==> src/rtl/tick_latch_pkg.sv <==
package tick_latch_pkg;
  localparam int unsigned DATA_W = 8;
  typedef logic [DATA_W-1:0] ctrl_t;
endpackage

==> src/rtl/tick_sync.sv <==
module tick_sync #(
  parameter int unsigned STAGES = 2
) (
  input  logic clk_i,
  input  logic rst_ni,
  input  logic d_i,
  output logic q_o
);
  logic [STAGES-1:0] chain_q;

  generate
    if (STAGES == 1) begin : g_one
      always_ff @(posedge clk_i or negedge rst_ni)
        if (!rst_ni) chain_q <= '0;
        else         chain_q <= d_i;
    end else begin : g_many
      always_ff @(posedge clk_i or negedge rst_ni)
        if (!rst_ni) chain_q <= '0;
        else         chain_q <= {chain_q[STAGES-2:0], d_i};
    end
  endgenerate

  assign q_o = chain_q[STAGES-1];
endmodule

==> src/rtl/tick_edge_det.sv <==
module tick_edge_det (
  input  logic clk_i,
  input  logic rst_ni,
  input  logic lvl_i,
  output logic rise_o
);
  logic prev_q;

  always_ff @(posedge clk_i or negedge rst_ni)
    if (!rst_ni) prev_q <= 1'b0;
    else         prev_q <= lvl_i;

  assign rise_o = lvl_i & ~prev_q;
endmodule

==> src/rtl/tick_ctrl_reg.sv <==
module tick_ctrl_reg
  import tick_latch_pkg::*;
#(
  parameter int unsigned          ADDR_W    = 16,
  parameter logic [ADDR_W-1:0]    CTRL_ADDR = 16'h0061
) (
  input  logic              clk_i,
  input  logic              rst_ni,
  input  logic [ADDR_W-1:0] addr_i,
  input  logic              wr_i,
  input  logic              rd_i,
  input  ctrl_t             wdata_i,
  output ctrl_t             rdata_o,
  output ctrl_t             ctrl_o
);
  logic  hit;
  ctrl_t ctrl_q;

  assign hit = (addr_i == CTRL_ADDR);

  always_ff @(posedge clk_i or negedge rst_ni)
    if (!rst_ni)          ctrl_q <= '0;
    else if (wr_i && hit) ctrl_q <= wdata_i;

  assign rdata_o = (rd_i && hit) ? ctrl_q : '0;
  assign ctrl_o  = ctrl_q;
endmodule

==> src/rtl/tick_req_latch.sv <==
module tick_req_latch (
  input  logic clk_i,
  input  logic rst_ni,
  input  logic set_i,
  input  logic clr_i,
  output logic q_o
);
  logic q;

  // clear dominates a simultaneous set
  always_ff @(posedge clk_i or negedge rst_ni)
    if (!rst_ni)    q <= 1'b0;
    else if (clr_i) q <= 1'b0;
    else if (set_i) q <= 1'b1;

  assign q_o = q;
endmodule

==> src/rtl/tick_irq_latch.sv <==
module tick_irq_latch
  import tick_latch_pkg::*;
#(
  parameter int unsigned       ADDR_W      = 16,
  parameter logic [ADDR_W-1:0] CTRL_ADDR   = 16'h0061,
  parameter int unsigned       CLR_BIT     = 7,
  parameter int unsigned       SYNC_STAGES = 2
) (
  input  logic              clk_i,
  input  logic              rst_ni,
  input  logic              tmr_i,
  input  logic [ADDR_W-1:0] addr_i,
  input  logic              wr_i,
  input  logic              rd_i,
  input  logic [7:0]        wdata_i,
  output logic [7:0]        rdata_o,
  output logic              irq_o
);
  logic  tmr_sync;
  logic  set_pulse;
  ctrl_t ctrl_q;

  tick_sync #(.STAGES(SYNC_STAGES)) u_sync (
    .clk_i(clk_i), .rst_ni(rst_ni), .d_i(tmr_i), .q_o(tmr_sync)
  );

  tick_edge_det u_edge (
    .clk_i(clk_i), .rst_ni(rst_ni), .lvl_i(tmr_sync), .rise_o(set_pulse)
  );

  tick_ctrl_reg #(.ADDR_W(ADDR_W), .CTRL_ADDR(CTRL_ADDR)) u_reg (
    .clk_i(clk_i), .rst_ni(rst_ni), .addr_i(addr_i), .wr_i(wr_i),
    .rd_i(rd_i), .wdata_i(wdata_i), .rdata_o(rdata_o), .ctrl_o(ctrl_q)
  );

  tick_req_latch u_latch (
    .clk_i(clk_i), .rst_ni(rst_ni), .set_i(set_pulse),
    .clr_i(ctrl_q[CLR_BIT]), .q_o(irq_o)
  );
endmodule

==> config.mk <==
export PLATFORM = sky130hd
export DESIGN_NAME = tick_irq_latch
export DESIGN_NICKNAME = d
export VERILOG_FILES = /design/src/rtl/tick_latch_pkg.sv /design/src/rtl/tick_sync.sv /design/src/rtl/tick_edge_det.sv /design/src/rtl/tick_ctrl_reg.sv /design/src/rtl/tick_req_latch.sv /design/src/rtl/tick_irq_latch.sv
export SDC_FILE = /design/constraint.sdc
export NUM_CORES = 1
export LEC_CHECK = 0
export BUFFER_PORTS_ARGS = -buffer_cell sky130_fd_sc_hd__buf_2
export CORE_MARGIN = 8
export CORE_UTILIZATION = 33
export DETAILED_ROUTE_END_ITERATION = 10
export PLACE_DENSITY = 0.66
export SKIP_LAST_GASP = 1
export SLEW_MARGIN = 20
export SYNTH_ARGS = -nofsm -noshare
export SYNTH_HDL_FRONTEND = slang
export SYNTH_SLANG_ARGS = --single-unit
export TNS_END_PERCENT = 20
==> constraint.sdc <==
create_clock -name clk_i -period 3.2 [get_ports clk_i]
set_input_delay 0.48 -clock clk_i [delete_from_list [all_inputs] [get_ports clk_i]]
set_output_delay 0.48 -clock clk_i [all_outputs]
set_load 0.005 [all_outputs]
# Yosys cells after proc, flatten, opt, wreduce, memory -nomap -nowiden
# Index checks and enable logic that the tools add are counted.
# totals
regBits,12
wordCells,13
# classes
n_eq_ne,1
mux,3
n_bitwise,2
n_reduce_logical,3
# op_table
operator,count
$eq A16 B7 Y1 const B,1
$mux W8,1
$logic_and A1 B1 Y1,2
$mux W1,2
$reduce_bool A2 Y1,1
$and A1 B1 Y1,1
$not A1 Y1,1

# Longest topological paths before layout
# Gate-level depths: netlist of run 1.
# depth
depth_word,4
depth_mapped,5

# By module
# From an unflattened synthesis of run 1, not the netlist that was laid out.
# unflattened
cells_unflattened,40
hier_area_um2,614.3
# modules_own_cells
module,n_inst,cells_each,area_per_inst_um2,seq_area_each_um2
tick_ctrl_reg,1,34,490.5,200.2
tick_sync,1,2,50.0,50.0
tick_edge_det,1,2,38.8,25.0
tick_req_latch,1,2,35.0,25.0

# Least setup slack after synthesis of run 1
# OpenSTA, ideal clock, no wires.
# synth_timing
kind,in2out
start,input port addr_i[4]
end,output port rdata_o[0]
arrival_time_ps,1273
required_ps,2720
path_slack_ps,1447
stages,4
cell_sequence,nor4bb_1 > nand4_1 > nor2_1 > and2_1
# synth_between
elab_chain_cells,3
# synth_rtl
element,line,source
start: declaration,tick_irq_latch.sv:12,"input logic [ADDR_W-1:0] addr_i,"
$eq A16 B7 Y1,tick_ctrl_reg.sv:19,assign hit = (addr_i == CTRL_ADDR);
$logic_and A1 B1 Y1,tick_ctrl_reg.sv:25,assign rdata_o = (rd_i && hit) ? ctrl_q : '0;
$mux W8,tick_ctrl_reg.sv:25,
end: declaration,tick_irq_latch.sv:16,"output logic [7:0] rdata_o,"
# Every way passes these cells.

# Final worst setup path of run 1
# layout_timing
start,input port addr_i[4]
end,output port rdata_o[1]
# Same word-level chain as after synthesis.

==> impl_metrics.ini, run 1 <==
[status]
outcome = complete, no violations

[final_layout]
drive_above_1_share_pct = 64.20
nets = 111
post-route-cell-area_um2 = 802.0
nFillCells = 166
sequential_cell_area_um2 = 300.3
antenna_cells = 0
area.growth.synth_to_final_pct = 40.57
multi_input_area_um2 = 251.5

[timing]
layout_worst_path_cycle_share_pct = 66.76
report.final.slew_viol_count = 0
maxSlewHeadroom_pct = 64.04
period_minus_slack_ns = 2.136
setup_skew_ns = 0.0002807
setup_repair_after_global_routing_missed_its_margin = false
finalHoldViolations = 0
maxClockFrequency_ghz = 0.4681
fin_setup_tns_ns = 0
setup_viol = 0
tightest_pin_transition_ns = 0.5394

[critical_path]
path_class = input port to primary output
critPathBufInv = 2
crit_chain = buf_2 > nor4bb_1 > nand4_1 > nor2_1 > and2_1 > buf_2
critical-path-slowest-cell = sky130_fd_sc_hd__nor2_1
critPathMaxStageDelay_ns = 0.33
start_kind = input port
critPathTopFamily = simple AND/OR/NAND/NOR gates
kind_of_capture_point_of_the_worst_setup_path = primary output
worst_path_arrival_time_ns = 1.66
crit_path_frequent_cell = sky130_fd_sc_hd__buf_2
required_ns = 2.72
crit_fanout = 8

[flow_run]
drv.max_cap_violation_count = 0

[logic_synthesis]
ys_top_cells_by_area = sky130_fd_sc_hd__dfrtp_1 (53%), sky130_fd_sc_hd__mux2_4 (21%), sky130_fd_sc_hd__and2_1 (8.8%)
synth.most_common_cell = sky130_fd_sc_hd__dfrtp_1
mappedNetlistNets = 70
synth_seq_area_share_pct = 52.63
netlist-cell-type-count = 12
post-synth-top-area-fraction_pct = 52.63
top_cell_types_by_occurrence_after_synthesis = sky130_fd_sc_hd__dfrtp_1 (12), sky130_fd_sc_hd__and2_1 (8), sky130_fd_sc_hd__mux2_4 (8)
yosysTopAreaCell = sky130_fd_sc_hd__dfrtp_1
netlist_area_um2 = 570.5
yosys_warnings = 0
dominantRegCellSynth = sky130_fd_sc_hd__dfrtp_1
synth_async_reset_ratio_pct = 100.0
synth_edf_count = 0
netlist_instances = 41
synth-seq-cells = 12
synth.avg_cell_area_um2 = 13.92

[die]
floorplan.core_area_um2 = 1670
die-height_um = 57.58
ios = 38
floorplan.initialDensity_pct = 34.16
chipWidth_um = 57.58
core.rowCount = 15
fp.dieArea_um2 = 3315

[routing]
wl_per_cell_um = 13.69
drt-pass1-iter-count = 2
drc = 0
via_count = 461
drt-initial-drc-count = 3
aggregate_routed_wire_length_mm = 1.342
postRouteAntennaNets = 0
detail_route.vias_per_cell = 4.704

[clock_network]
clock_latency_ns = 0.26
cts_hold_repair.buffers = 0
clock_tree_root_driver_cell = sky130_fd_sc_hd__clkbuf_4
cts_setup_buffers = 0
clockBufferDepth = 2
cts-buffers-inserted = 3
clk_transition_reported_paths_ns = 0.07
cts.sinks = 12
tritoncts = yes
ctsResizeCount = 0
ctsHtreeMaxLevel = 1

[grt]
global_route_wire_length_before_repair_mm = 2.283
grt.overflow.total = 0
grt_pass1_vias = 538
grt_antenna_before_repair = 0
globalRouteTotalUtil_pct = 8.410
pin_count_of_the_biggest_net_entering_global_routing = 13

[placement]
port_buffers = 37
placed_area_um2 = 765.7
dp_hpwl_mm = 1.116
globalplace.congestion = 0.6925

[power]
irDropWorstVdd_v = 0.0001407
total_leakage_power_nw = 0.4422
power_density_nw_per_um2 = 365.1

[hold_path]
holdCritPathClass = input port to asynchronous set/reset pin
==> registers in the layout, indices dropped and copies added (netlist names) <==
name,cells
u_sync.chain_q,2
u_latch.q_o,1
u_edge.prev_q,1
u_reg.ctrl_o,8
==> per-stage QoR <==
| step | hold WS [ns] | cells | power, mW | util, % | setup WS (ns) |
|---|---|---|---|---|---|
| floorplan | 0.1844 | 41 | 0.1599 | - | 1.447 |
| global placement | 0.3323 | 94 | 0.1800 | 45.84 | 1.067 |
| detailed placement | 0.3485 | 94 | 0.1807 | 45.84 | 1.034 |
| CTS | 0.08207 | 98 | 0.2972 | 48.02 | 1.035 |
| global route | 0.08523 | 98 | 0.3080 | 48.02 | 0.8862 |
| finish | 0.07645 | 98 | 0.2928 | 48.02 | 1.064 |
==> worst paths after layout <==
kind | startpoint | cells after the start | endpoint | slack, ns
setup / recovery | addr_i[4] | 6 | rdata_o[1] | 1.06
min in group clk_i | tmr_i | 1 | u_sync.chain_q[0] | 0.32
max in group asynchronous | rst_ni | 1 | u_reg.ctrl_o[6] | 2.92
hold reg to reg | u_sync.chain_q[0] | 0 | u_sync.chain_q[1] | 0.36
setup reg to reg | u_reg.ctrl_o[7] | 1 | u_reg.ctrl_o[7] | 2.43
hold / removal | rst_ni | 1 | u_reg.ctrl_o[7] | 0.08
==> layout make-up <==
cell class	count	share of cell area, %
tap	17	2.652
sequential	12	37.44
timing repair buffer	37	23.09
clock buffer	4	4.524
inverter	2	0.9360
multi-input combinational	26	31.36
==> kinds of logic (layout without fill, tap and decap cells) <==
group / after synthesis / in the layout / share of synthesized area, %
AO/OA/AOI/OAI: 1 / 1 / 0.8764
buffers and inverters: 3 / 43 / 3.290
multiplexers: 8 / 8 / 21.05
AND/OR/NAND/NOR: 17 / 17 / 22.15
flip-flops: 12 / 12 / 52.63
==> per-layer routing <==
layer	track usage, %	vias up	share of wire [%]
met5	0	-	0
met4	4.286	0	1.0
met3	2.915	2	11
met2	12.70	31	42
met1	10.25	205	46
li1	-	223	-
==> report_power, final <==
group / internal [mW] / switching, mW / leakage (nW)
clock: 0.0690 / 0.0468 / 0.0210
combinational: 0.0140 / 0.00905 / 0.266
sequential: 0.153 / 0.000641 / 0.156
total: 0.236 / 0.0565 / 0.442
==> layout by cell type, fill, tap and decap left out, drive strengths merged <==
cell	count
nor4bb	1
nor4b	1
nand4	1
and2	8
dfrtp	12
and3	2
a21oi	1
buf	37
inv	2
mux2	8
nor2	2
nor4	2
clkbuf	4
Power figures use the tool's default switching activity.
==> inputs of run 2 (changes only) <==
- clock period: 3.2 -> 2.1 ns (I/O delays scaled with it)
==> run 2 against run 1 <==
  * Clock skew barely moved
  * Worst setup slack got worse by 0.79 ns
  * Cell count increased by 2.0%
  * Die area unchanged
  * Largest cell class unchanged
  * Combinational power grew 59%
==> impl_metrics.ini, run 2 (synthesis gave the netlist of run 1 again) <==
[status]
outcome = complete, no violations

[clock_network]
clockBufferDepth = 2
clock_latency_ns = 0.27
cts_setup_buffers = 0
clk_transition_reported_paths_ns = 0.07
ctsHtreeMaxLevel = 1
cts.sinks = 12
clock_tree_root_driver_cell = sky130_fd_sc_hd__clkbuf_4
cts_hold_repair.buffers = 1
tritoncts = yes
ctsResizeCount = 0
cts-buffers-inserted = 3

[critical_path]
rr_endpoint = u_reg.ctrl_o[7]
critPathBufInv = 2
crit_path_frequent_cell = sky130_fd_sc_hd__buf_2
critical-path-slowest-cell = sky130_fd_sc_hd__nor2_1
required_ns = 1.78
kind_of_capture_point_of_the_worst_setup_path = primary output
crit_chain = buf_2 > nor4bb_1 > nand4_1 > nor2_1 > and2_1 > buf_2
crit_fanout = 8
worst_path_arrival_time_ns = 1.51
regToRegStartpoint = u_reg.ctrl_o[7]
critPathTopFamily = simple AND/OR/NAND/NOR gates
path_class = input port to primary output
start_kind = input port
critPathMaxStageDelay_ns = 0.34
rrSetupSlack_ns = 1.33
worst_r2r_path_depth = 1

[hold_path]
holdPathEnd = u_sync.chain_q[0]
hp-start = tmr_i
holdCritPathClass = input port to flip-flop
hold_depth = 1

[die]
floorplan.core_area_um2 = 1670
die-height_um = 57.58
chipWidth_um = 57.58
ios = 38
floorplan.initialDensity_pct = 34.16
core.rowCount = 15
fp.dieArea_um2 = 3315

[grt]
globalRouteTotalUtil_pct = 8.498
pin_count_of_the_biggest_net_entering_global_routing = 13
grt_antenna_before_repair = 0
grt_pass1_vias = 537
grt.overflow.total = 0
global_route_wire_length_before_repair_mm = 2.214

[routing]
drt-initial-drc-count = 2
drc = 0
wl_per_cell_um = 13.11
top_signal_layer_used = met4
route.layer.met1.wl_um = 594
postRouteAntennaNets = 0
drt-pass1-iter-count = 4
aggregate_routed_wire_length_mm = 1.311
dr_wl_met2_um = 539
via_count = 472
detail_route.vias_per_cell = 4.720
met3_length_um = 155

[timing]
setup_repair_after_global_routing_missed_its_margin = false
fin_setup_tns_ns = 0
finalHoldViolations = 0
layout_worst_path_cycle_share_pct = 87.03
tightest_pin_transition_ns = 0.4032
period_minus_slack_ns = 1.828
maxClockFrequency_ghz = 0.5472
report.final.slew_viol_count = 0
layout_setup_ws_ns = 0.2724
maxSlewHeadroom_pct = 73.02
setup_viol = 0
setup_skew_ns = 0.0004636

[flow_run]
drv.max_cap_violation_count = 0

[final_layout]
antenna_cells = 0
nFillCells = 169
mostFrequentLayoutCell = sky130_fd_sc_hd__buf_2
drive_above_1_share_pct = 63.86
area.growth.synth_to_final_pct = 43.64
largest_register_ffs = 8
most-common-layout-cells = sky130_fd_sc_hd__buf_2 (37), sky130_fd_sc_hd__dfrtp_1 (12), sky130_fd_sc_hd__and2_1 (8), sky130_fd_sc_hd__mux2_4 (8), sky130_fd_sc_hd__clkbuf_4 (3)
nets = 113
post-route-cell-area_um2 = 819.5

[power]
power.switching_fraction_pct = 19.32
power_density_nw_per_um2 = 546.8
internal_mw = 0.3616
sequential_group_share_of_total_power_pct = 52.4
comb_power_share_pct = 8.2
power_switching_mw = 0.08659
design_power_total_mw = 0.4481
total_leakage_power_nw = 0.4518
clock_power_share_pct = 39.5
irDropWorstVdd_v = 0.0001999

[placement]
port_buffers = 37
dp_hpwl_mm = 1.083
dp_slack_ns = 0.2400
globalplace.congestion = 0.6982
placed_area_um2 = 773.2
==> run 2: cell types whose count changed in the layout (fill, tap and decap cells not counted) <==
cell                            before  now
sky130_fd_sc_hd__dlygate4sd3_1       0    1
sky130_fd_sc_hd__buf_4               0    1
==> run 2: routing by layer <==
| metal | track usage [%] | vias up |
|---|---|---|
| li1 | - | 226 |
| met1 | 10.23 | 213 |
| met2 | 11.90 | 31 |
| met3 | 3.139 | 2 |
| met4 | 6.429 | 0 |
| met5 | 0 | - |
==> run 2: worst max-delay path by stage <==
stage | from | end | slack (ns) | cells past startpoint
final | addr_i[4] | rdata_o[2] | 0.27 | 6
after CTS | addr_i[4] | rdata_o[2] | 0.24 | 6
after global placement | addr_i[4] | rdata_o[2] | 0.30 | 6
after detailed placement | addr_i[4] | rdata_o[2] | 0.24 | 6
after global routing | addr_i[4] | rdata_o[2] | 0.15 | 6
after floorplan | addr_i[10] | u_reg.ctrl_o[0] | 0.62 | 5
==> run 2: through the flow <==
stage                     hold slack [ns]  cells  util, %
after floorplan                   0.01941     41        -
after global placement             0.2017     95    46.29
after detailed placement           0.2080     95    46.29
after CTS                          0.1432    100    49.06
after global routing               0.1389    100    49.06
final                              0.1523    100    49.06
==> run 2: final cells by class <==
class                           instances  area [µm²]  area share (%)
Clock buffer                            4       36.28           4.427
Inverter                                2       7.507          0.9160
Multi-Input combinational cell         26       251.5           30.69
Sequential cell                        12       300.3           36.64
Tap cell                               17       21.27           2.595
Timing Repair Buffer                   39       202.7           24.73
==> run 2: power groups by stage <==
stage	clock, mW	combinational [mW]	sequential (mW)
2_1_floorplan	0	0.00441	0.239
3_3_place_gp	0	0.0349	0.239
3_5_place_dp	0	0.0359	0.239
4_1_cts	0.185	0.0375	0.235
5_1_grt	0.192	0.0422	0.235
6_report	0.177	0.0366	0.235
